[config.mk]
export PLATFORM = sky130hd
export DESIGN_NAME = spi_xact_engine
export DESIGN_NICKNAME = d
export VERILOG_FILES = /design/src/rtl/spi_xact_pkg.sv /design/src/rtl/spi_ctl_decode.sv /design/src/rtl/spi_byte_counter.sv /design/src/rtl/spi_lane_shifter.sv /design/src/rtl/spi_xact_engine.sv
export SDC_FILE = /design/constraint.sdc
export NUM_CORES = 1
export LEC_CHECK = 0
export BUFFER_PORTS_ARGS = -buffer_cell sky130_fd_sc_hd__buf_2
export CAP_MARGIN = 30
export CORE_UTILIZATION = 56
export CTS_CLUSTER_SIZE = 16
export DETAILED_ROUTE_END_ITERATION = 16
export PLACE_DENSITY = 0.95
export SLEW_MARGIN = 20
export SYNTH_ARGS = -nofsm -noshare
export SYNTH_HDL_FRONTEND = slang
export SYNTH_SLANG_ARGS = --single-unit
[constraint.sdc]
create_clock -name clk_i -period 6.53 [get_ports clk_i]
set_clock_uncertainty 0.1 [all_clocks]
set_input_delay 0.3265 -clock clk_i [delete_from_list [all_inputs] [get_ports clk_i]]
set_output_delay 0.3265 -clock clk_i [all_outputs]
set_load 0.02 [all_outputs]
[src/rtl/spi_xact_pkg.sv]
package spi_xact_pkg;

  localparam int CTL_RUN_BIT  = 0;
  localparam int CTL_MODE_LSB = 5;
  localparam int CTL_RX_BIT   = 9;
  localparam int CTL_TX_BIT   = 10;
  localparam int CTL_SRST_BIT = 11;
  localparam int SIZE_LSB     = 16;

  typedef enum logic [1:0] {
    LANE_X1 = 2'd0,
    LANE_X2 = 2'd1,
    LANE_X4 = 2'd2
  } lane_cfg_e;

  typedef struct packed {
    lane_cfg_e lanes;
    logic      tx_en;
    logic      rx_en;
  } xact_cfg_t;

  // reserved encodings fall back to one lane
  function automatic lane_cfg_e decode_lanes(input logic [2:0] field);
    case (field)
      3'd1:    decode_lanes = LANE_X2;
      3'd2:    decode_lanes = LANE_X4;
      default: decode_lanes = LANE_X1;
    endcase
  endfunction

endpackage

[src/rtl/spi_ctl_decode.sv]
module spi_ctl_decode
  import spi_xact_pkg::*;
#(
  parameter int CNT_W = 16
) (
  input  logic             clk_i,
  input  logic             rst_ni,
  input  logic             ctl_wr_i,
  input  logic [31:0]      ctl_wdata_i,
  input  logic [31:0]      size_word_i,
  input  logic             busy_i,
  output logic             start_o,
  output logic             abort_o,
  output logic [CNT_W-1:0] count_o,
  output xact_cfg_t        cfg_o
);

  xact_cfg_t cfg_q;

  assign abort_o = ctl_wr_i && ctl_wdata_i[CTL_SRST_BIT];
  assign start_o = ctl_wr_i && ctl_wdata_i[CTL_RUN_BIT] &&
                   !ctl_wdata_i[CTL_SRST_BIT] && !busy_i;
  assign count_o = size_word_i[SIZE_LSB +: CNT_W];

  always_ff @(posedge clk_i or negedge rst_ni) begin
    if (!rst_ni) begin
      cfg_q <= '{lanes: LANE_X1, tx_en: 1'b0, rx_en: 1'b0};
    end else if (start_o) begin
      cfg_q.lanes <= decode_lanes(ctl_wdata_i[CTL_MODE_LSB +: 3]);
      cfg_q.tx_en <= ctl_wdata_i[CTL_TX_BIT];
      cfg_q.rx_en <= ctl_wdata_i[CTL_RX_BIT];
    end
  end

  assign cfg_o = cfg_q;

endmodule

[src/rtl/spi_byte_counter.sv]
module spi_byte_counter #(
  parameter int CNT_W = 16
) (
  input  logic             clk_i,
  input  logic             rst_ni,
  input  logic             start_i,
  input  logic             abort_i,
  input  logic [CNT_W-1:0] count_i,
  input  logic             byte_done_i,
  output logic             busy_o,
  output logic             done_o
);

  logic [CNT_W-1:0] rem_q;
  logic             busy_q, done_q;

  always_ff @(posedge clk_i or negedge rst_ni) begin
    if (!rst_ni) begin
      rem_q  <= '0;
      busy_q <= 1'b0;
      done_q <= 1'b0;
    end else if (abort_i) begin
      rem_q  <= '0;
      busy_q <= 1'b0;
      done_q <= 1'b0;
    end else if (start_i) begin
      rem_q  <= count_i;
      busy_q <= (count_i != '0);
      done_q <= (count_i == '0);
    end else begin
      done_q <= 1'b0;
      if (busy_q && byte_done_i) begin
        rem_q <= rem_q - 1'b1;
        if (rem_q == CNT_W'(1)) begin
          busy_q <= 1'b0;
          done_q <= 1'b1;
        end
      end
    end
  end

  assign busy_o = busy_q;
  assign done_o = done_q;

endmodule

[src/rtl/spi_lane_shifter.sv]
module spi_lane_shifter
  import spi_xact_pkg::*;
#(
  parameter int BYTE_W = 8,
  parameter int LANES  = 4
) (
  input  logic              clk_i,
  input  logic              rst_ni,
  input  xact_cfg_t         cfg_i,
  input  logic              busy_i,
  input  logic              restart_i,
  input  logic              stb_i,
  input  logic              tx_empty_i,
  input  logic [BYTE_W-1:0] tx_data_i,
  input  logic              rx_full_i,
  input  logic [LANES-1:0]  sd_i,
  output logic [LANES-1:0]  sd_o,
  output logic              tx_pop_o,
  output logic              rx_push_o,
  output logic [BYTE_W-1:0] rx_data_o,
  output logic              byte_done_o
);

  localparam int BEAT_W = $clog2(BYTE_W);
  localparam int SH_W   = BEAT_W + 1;

  logic [BEAT_W-1:0] beat_q, beat_last;
  logic [BYTE_W-1:0] tx_sh_q, rx_sh_q;
  logic [BYTE_W-1:0] cur_byte, top_bits, rx_next, in_wide;
  logic [LANES-1:0]  in_bits;
  logic [SH_W-1:0]   lane_n, shamt;
  logic              first_step, last_step, stall_tx, stall_rx, go;

  always_comb begin
    case (cfg_i.lanes)
      LANE_X2: lane_n = SH_W'(2);
      LANE_X4: lane_n = SH_W'(4);
      default: lane_n = SH_W'(1);
    endcase
  end

  assign beat_last  = BEAT_W'((BYTE_W / int'(lane_n)) - 1);
  assign first_step = (beat_q == '0);
  assign last_step  = (beat_q == beat_last);

  assign cur_byte = first_step ? (cfg_i.tx_en ? tx_data_i : '1) : tx_sh_q;
  assign shamt    = SH_W'(BYTE_W) - lane_n;
  assign top_bits = cur_byte >> shamt;

  for (genvar l = 0; l < LANES; l++) begin : g_lane
    always_comb begin
      if (busy_i && (SH_W'(l) < lane_n)) begin
        sd_o[l]    = top_bits[l];
        in_bits[l] = sd_i[l];
      end else begin
        sd_o[l]    = 1'b1;
        in_bits[l] = 1'b0;
      end
    end
  end

  assign in_wide = BYTE_W'(in_bits);
  assign rx_next = (rx_sh_q << lane_n) | in_wide;

  assign stall_tx = first_step && cfg_i.tx_en && tx_empty_i;
  assign stall_rx = last_step && cfg_i.rx_en && rx_full_i;
  assign go       = busy_i && stb_i && !stall_tx && !stall_rx;

  assign tx_pop_o    = go && first_step && cfg_i.tx_en;
  assign rx_push_o   = go && last_step && cfg_i.rx_en;
  assign rx_data_o   = rx_next;
  assign byte_done_o = go && last_step;

  always_ff @(posedge clk_i or negedge rst_ni) begin
    if (!rst_ni) begin
      beat_q  <= '0;
      tx_sh_q <= '1;
      rx_sh_q <= '0;
    end else if (restart_i) begin
      beat_q  <= '0;
      tx_sh_q <= '1;
      rx_sh_q <= '0;
    end else if (go) begin
      tx_sh_q <= cur_byte << lane_n;
      rx_sh_q <= last_step ? '0 : rx_next;
      beat_q  <= last_step ? '0 : beat_q + 1'b1;
    end
  end

endmodule

[src/rtl/spi_xact_engine.sv]
module spi_xact_engine
  import spi_xact_pkg::*;
#(
  parameter int CNT_W  = 16,
  parameter int BYTE_W = 8,
  parameter int LANES  = 4
) (
  input  logic              clk_i,
  input  logic              rst_ni,
  input  logic              ctl_wr_i,
  input  logic [31:0]       ctl_wdata_i,
  input  logic [31:0]       size_word_i,
  input  logic              shift_stb_i,
  input  logic              tx_empty_i,
  input  logic [BYTE_W-1:0] tx_data_i,
  output logic              tx_pop_o,
  input  logic              rx_full_i,
  output logic              rx_push_o,
  output logic [BYTE_W-1:0] rx_data_o,
  input  logic [LANES-1:0]  sd_i,
  output logic [LANES-1:0]  sd_o,
  output logic              busy_o,
  output logic              done_o
);

  logic             start, abort, byte_done, busy;
  logic [CNT_W-1:0] count;
  xact_cfg_t        cfg;

  spi_ctl_decode #(.CNT_W(CNT_W)) i_dec (
    .clk_i      (clk_i),
    .rst_ni     (rst_ni),
    .ctl_wr_i   (ctl_wr_i),
    .ctl_wdata_i(ctl_wdata_i),
    .size_word_i(size_word_i),
    .busy_i     (busy),
    .start_o    (start),
    .abort_o    (abort),
    .count_o    (count),
    .cfg_o      (cfg)
  );

  spi_byte_counter #(.CNT_W(CNT_W)) i_cnt (
    .clk_i      (clk_i),
    .rst_ni     (rst_ni),
    .start_i    (start),
    .abort_i    (abort),
    .count_i    (count),
    .byte_done_i(byte_done),
    .busy_o     (busy),
    .done_o     (done_o)
  );

  spi_lane_shifter #(.BYTE_W(BYTE_W), .LANES(LANES)) i_shf (
    .clk_i      (clk_i),
    .rst_ni     (rst_ni),
    .cfg_i      (cfg),
    .busy_i     (busy),
    .restart_i  (start || abort),
    .stb_i      (shift_stb_i),
    .tx_empty_i (tx_empty_i),
    .tx_data_i  (tx_data_i),
    .rx_full_i  (rx_full_i),
    .sd_i       (sd_i),
    .sd_o       (sd_o),
    .tx_pop_o   (tx_pop_o),
    .rx_push_o  (rx_push_o),
    .rx_data_o  (rx_data_o),
    .byte_done_o(byte_done)
  );

  assign busy_o = busy;

endmodule

; After elaboration in Yosys (flattened, before gate mapping)
; Cells that the tools add are included.
[classes]
muxes = 31
magnitude_cmp = 4
div = 1
n_shift = 3
bitwise_logic = 1
eq_ne = 6
reduce_logical = 32
addsub = 4
[op_table]
columns = operator, count
row1 = 8-bit two-way mux, 7
row2 = 16-bit two-way mux, 3
row3 = "5-bit by 5-bit divider with 32-bit output, first input constant", 1
row4 = 1-bit logical AND, 20
row5 = "16-bit by 1-bit == test with 1-bit output, second input constant", 1
row6 = 16-bit zero test, 1
row7 = 1-bit two-way mux, 16
row8 = 16-bit nonzero test, 1
row9 = 8-bit by 3-bit left shift with 8-bit output, 2
row10 = "16-bit by 1-bit subtractor with 16-bit output, second input constant", 1
row11 = 3-bit two-way mux, 3
row12 = 8-bit by 4-bit OR with 8-bit output, 1
row13 = 8-bit by 4-bit right shift with 4-bit output, 1
row14 = "1-bit by 3-bit < comparator with 1-bit output, first input constant", 2
row15 = "2-bit by 3-bit < comparator with 1-bit output, first input constant", 2
row16 = 3-bit one-hot mux with 2 select lines, 1
row17 = 3-bit nonzero test, 2
row18 = 1-bit zero test, 4
row19 = 2-bit one-hot mux with 2 select lines, 1
row20 = "4-bit by 3-bit subtractor with 4-bit output, first input constant", 1
row21 = "3-bit by 1-bit adder with 3-bit output, second input constant", 1
row22 = "3-bit by 1-bit == test with 1-bit output, second input constant", 1
row23 = "3-bit by 2-bit == test with 1-bit output, second input constant", 1
row24 = 3-bit == test, 1
row25 = 7 further kinds, 7
[word_totals]
out_inout_bits = 16
inputBits = 82
wordCells = 91
register_bits = 41

; Depth between registers and ports, before layout
[depth]
ltp_word = 14
depth_mapped = 9
depth_no_buf = 7

; Modules after synthesis
; Synthesis repeated with hierarchy kept, for this count alone.
[hier_totals]
hier_cells = 328
area_unflattened_um2 = 3219.3
[modules_own_cells]
columns = mod, instances, area_per_inst_um2, seq_area_each_um2, cells_each
row1 = spi_lane_shifter, 1, 1808.0, 485.5, 182
row2 = spi_byte_counter, 1, 1084.8, 450.4, 116
row3 = spi_ctl_decode, 1, 320.3, 100.1, 29
row4 = spi_xact_engine, 1, 6.3, 0.0, 1

; Least setup slack after synthesis
; OpenSTA, ideal clock, no wires.
[synth_path]
path_type = register to output
start = reg i_shf.beat_q[0]
end = out sd_o[0]
stages_incl_launch_ff = 8
arrival_ps = 2090
path_slack_ps = 4013
path_buffers = 1
t_required_ps = 6103
path_cell_list = dfrtp_1 > inv_1 > ha_1 > nor2b_4 > buf_6 > mux2i_1 > mux4_2 > o211ai_1
[synth_between]
elab_chain_cells = 4
[synth_lines]
columns = item, line
row1 = "start, declared", spi_lane_shifter.sv:27  ; logic [BEAT_W-1:0] beat_q, beat_last;
row2 = "start signal, assigned", spi_lane_shifter.sv:86  ; beat_q <= last_step ? '0 : beat_q + 1'b1;
row3 = 3-bit zero test, spi_lane_shifter.sv:43  ; assign first_step = (beat_q == '0);
row4 = 8-bit two-way mux, spi_lane_shifter.sv:46  ; assign cur_byte = first_step ? (cfg_i.tx_en ? tx_data_i : '1) : tx_sh_q;
row5 = 8-bit by 4-bit right shift with 4-bit output, spi_lane_shifter.sv:48  ; assign top_bits = cur_byte >> shamt;
row6 = 1-bit two-way mux, spi_lane_shifter.sv:52  ; if (busy_i && (SH_W'(l) < lane_n)) begin
row7 = "end, declared", spi_xact_engine.sv:21  ; output logic [LANES-1:0] sd_o,
; No other way between the ends.

; Final worst setup path
[layout_path]
start = reg i_dec.cfg_q (netlist bit i_dec.cfg_o[2])
end = out sd_o[2]
[layout_between]
elab_chain_cells = 5
elab_cells_between_ends = 8
cone_classes = 1 x add/sub / 1 x order compare / 2 x eq/ne / 1 x shift / 2 x mux / 1 x reduce/logical
[layout_lines]
columns = item, line
row1 = "start, declared", spi_ctl_decode.sv:18  ; xact_cfg_t cfg_q;
row2 = "start signal, assigned", spi_ctl_decode.sv:27  ; cfg_q <= '{lanes: LANE_X1, tx_en: 1'b0, rx_en: 1'b0};
row3 = 2-bit == test or 2-bit by 1-bit == test with 1-bit output (tied branches), spi_lane_shifter.sv:35  ; case (cfg_i.lanes)
row4 = 3-bit one-hot mux with 2 select lines (*), spi_lane_shifter.sv:35
row5 = 4-bit by 3-bit subtractor with 4-bit output or 2-bit by 3-bit < comparator with 1-bit output (tied branches), "spi_lane_shifter.sv:47, spi_lane_shifter.sv:52"
row6 = 8-bit by 4-bit right shift with 4-bit output or 1-bit logical AND (tied branches), "spi_lane_shifter.sv:48, spi_lane_shifter.sv:52"
row7 = 1-bit two-way mux (*), spi_lane_shifter.sv:52
; Every way passes the cells marked *; elsewhere a longest branch is shown, timed or not.

==> flow_summary.ini <==
[sta]
grt_setup_unrepaired = no
maximum_clock_frequency_ghz = 0.2751
setup_ws_final_ns = 2.894
max_slew_margin = 0.3901
max_slew_violations = 0
setup_tns_ns = 0
timing.final.setup_violations = 0
final-hold-violation-count = 0
post-route-period-util = 0.5567
layout_min_cycle_time_ns = 3.636
worst_pin_slew_ns = 0.9149

[floorplanning]
die-height_um = 76.23
fp.dieW_um = 76.23
floorplan.core_area_um2 = 5205
fp.dieArea_um2 = 5810
boundaryPins = 98
core.rowCount = 26
initial_utilization = 0.5928

[logic_synthesis]
netlist_top_cells_area = dfrtp_1, dfstp_2, mux2i_1, mux4_2, a21oi_1
synthesis.area_per_instance_um2 = 8.996
synth.yosys.warnings = 0
ys_async_sr_fraction = 1.000
synth_seq_area_share = 0.3358
synth.most_common_cell = dfrtp_1
synth_top_area_frac = 0.2676
ys_dominant_reg_cell = dfrtp_1
post-synth-top-area-cell = dfrtp_1
synth.net_count = 433
synthesis.instances = 343
post_synth_instance_area_um2 = 3085
synth_edf_count = 0
synth.lib_cells_used.distinct = 63
postSynthRegisterBits = 41
synth_common_cells = dfrtp_1, nand2_1, a21oi_1, nor2_1, o21ai_1

[global_routing]
grt_overflow = 0
wire_length_of_the_first_global_routing_pass_um = 14390
groute.usage.overall = 0.3113
number_of_antenna_violations_at_the_first_check_in_global_routing = 0
grt_max_degree = 42
vias_in_the_first_global_route = 2877

[worst_setup_path]
regToRegStartpoint = i_dec.cfg_o[2]
worst_ep_required_time_ns = 6.10
cp_common_cell = inv_1
reg2reg_slack_ns = 3.38
cp-end-kind = output pin
r2r_cells = 7
critical_path.max_fanout = 24
criticalPathCategory = flop to output pin
worst-endpoint-arrival_ns = 3.21
critical_path.startpoint_type = flop
worst_setup_path_endpoint = sd_o[2]
critical_path.startpoint = i_dec.cfg_o[2]
crit_chain = inv_1 -> ha_1 -> inv_1 -> mux4_2 -> o2111ai_1 -> buf_2
critical-path-top-delay-family = adder cells
cpMaxStageDelayCell = ha_1
worst-path-stages = 6
worst_r2r_endpoint = i_shf.tx_sh_q[6]
largest_stage_delay_worst_path_ns = 0.86
critical_path_buf_inv_count = 3

[routing]
detail_route.first_pass.iterations = 6
drc = 0
detailroute.via_count = 3170
detail-route-antenna-nets = 0
avgRoutedWirePerCell_um = 18.70
first_iter_violations = 506
routed_wirelength_um = 8603
post_drt_via_cell_ratio = 6.891

[pwr]
static-leakage-power_nw = 1.520
totalPowerFinal_w = 0.001128
peak_ir_drop_on_the_vdd_network_mv = 0.1961
p_per_area_nw_per_um2 = 318.9

[clock_network]
clock_sinks = 41
clock_tree.htree_level_count = 2
path_clk_slew_ns = 0.08
clockBufferDepth = 2
worstSkewPairLatency_ns = 0.30
post-cts-setup-buffer-count = 0
cts_root_buf = clkbuf_8
postCtsResizedCells = 0
cts_buffers = 5
tritoncts_clock_tree = yes

[placement]
placed_cells = 450
gp_congestion = 0.9335
worst_case_setup_slack_after_placement_ns = 3.357
detailed_place_hpwl_um = 5781
port-buffer-count = 56

[final_layout]
count_of_antenna_diodes_in_the_layout = 0
synth_to_final_area_change_pct = 14.68
layout-drive-gt1-share = 0.2333
fillerInstances = 404
final_net_count = 479
post-route-util = 0.6798
finish.cell_count_without_fillers = 460

[hold_path]
hp-class = input pin to flop
hold_path_start = ctl_wdata_i[10]

[outcome]
run_status = completed

[job]
drv.max_cap_violation_count = 0
## report_power, final
group	internal [W]	total [W]	switching [W]
Combinational	0.000210	0.000532	0.000322
Clock	0.000125	0.000215	0.0000907
Sequential	0.000316	0.000381	0.0000649
## worst register-to-register path, stage by stage (launching register included)
cell and delay (ns):
dfrtp_1 0.39, inv_1 0.10, ha_1 0.86, xnor2_1 0.30, nand3_1 0.17, o21ai_1 0.73
a21oi_1 0.10, a221o_1 0.35
## final cells by class
| cell class | count | area, um2 | share of cell area |
|---|---|---|---|
| clock inverter | 1 | 30.03 | 0.008487 |
| tap | 70 | 87.58 | 0.02475 |
| inverter | 14 | 52.55 | 0.01485 |
| clock buffer | 7 | 86.33 | 0.02440 |
| multi-input combinational | 267 | 1901 | 0.5371 |
| timing repair buffer | 60 | 345.3 | 0.09760 |
| sequential | 41 | 1036 | 0.2928 |
## layer usage
metal / global-route usage / share of wire / vias to the layer above
met4: 0.1192 / 0.031 / 0
li1: - / - / 1412
met3: 0.05030 / 0.085 / 38
met2: 0.5189 / 0.49 / 218
met5: 0 / 0 / -
met1: 0.4054 / 0.39 / 1502
## timing repair
item,in CTS,in global routing
hold endpoints to repair,0,5
hold buffers,0,1
setup endpoints to repair,0,0
## metrics by stage
stage	hold WS [ns]	area, um2
after global placement	0.3827	3364
after detailed placement	0.3975	3392
final	0.1350	3538
after global routing	0.1498	3538
after floorplan	-0.06909	3085
after CTS	0.09833	3508
## flip-flops by register name (all words and copies together) (netlist names)
name,flops
i_cnt.busy_o,1
i_cnt.done_o,1
i_cnt.rem_q,16
i_dec.cfg_o,4
i_shf.beat_q,3
i_shf.rx_sh_q,8
i_shf.tx_sh_q,8
## how the worst min path moves through the flow
stage | to | slack (ns) | depth (start not counted)
4_1_cts | i_cnt.rem_q[8] | 0.1 | 1
6_report | i_dec.cfg_o[1] | 0.14 | 3
3_5_place_dp | i_shf.rx_sh_q[7] | 0.40 | 1
5_1_grt | i_dec.cfg_o[0] | 0.15 | 3
2_1_floorplan | i_cnt.busy_o | -0.07 | 0
3_3_place_gp | i_shf.tx_sh_q[1] | 0.38 | 2
## cells in the final DEF, fill, tap and decap left out, types with 3 or more instances in the layout
master and instances:
o21a_1 4, dfrtp_1 33, a21oi_1 23, nor4_1 8
nor3_1 12, a221oi_1 3, nor2_1 23, buf_2 56
o311ai_1 8, nand2b_1 5, nand3_1 13, ha_1 8
o21ai_0 8, nand4bb_1 6, o211ai_1 6, nor2b_1 3
o21ai_1 18, nand2_1 27, mux4_2 6, a22o_1 10
clkbuf_8 6, dfstp_2 8, mux2i_1 16, and3_1 3
a31oi_1 3, inv_1 14, o22ai_1 8
## cell families after synthesis
kind of cell / count (synthesis) / share of synthesized area
adder cells (fa/ha/maj): 8 / 0.03244
buffers and inverters: 35 / 0.04826
multiplexers: 25 / 0.1066
flip-flops: 41 / 0.3358
AND/OR/NAND/NOR: 116 / 0.2092
AO/OA/AOI/OAI: 116 / 0.2620
XOR/XNOR: 2 / 0.005678
(Power assumes the default switching activity.)
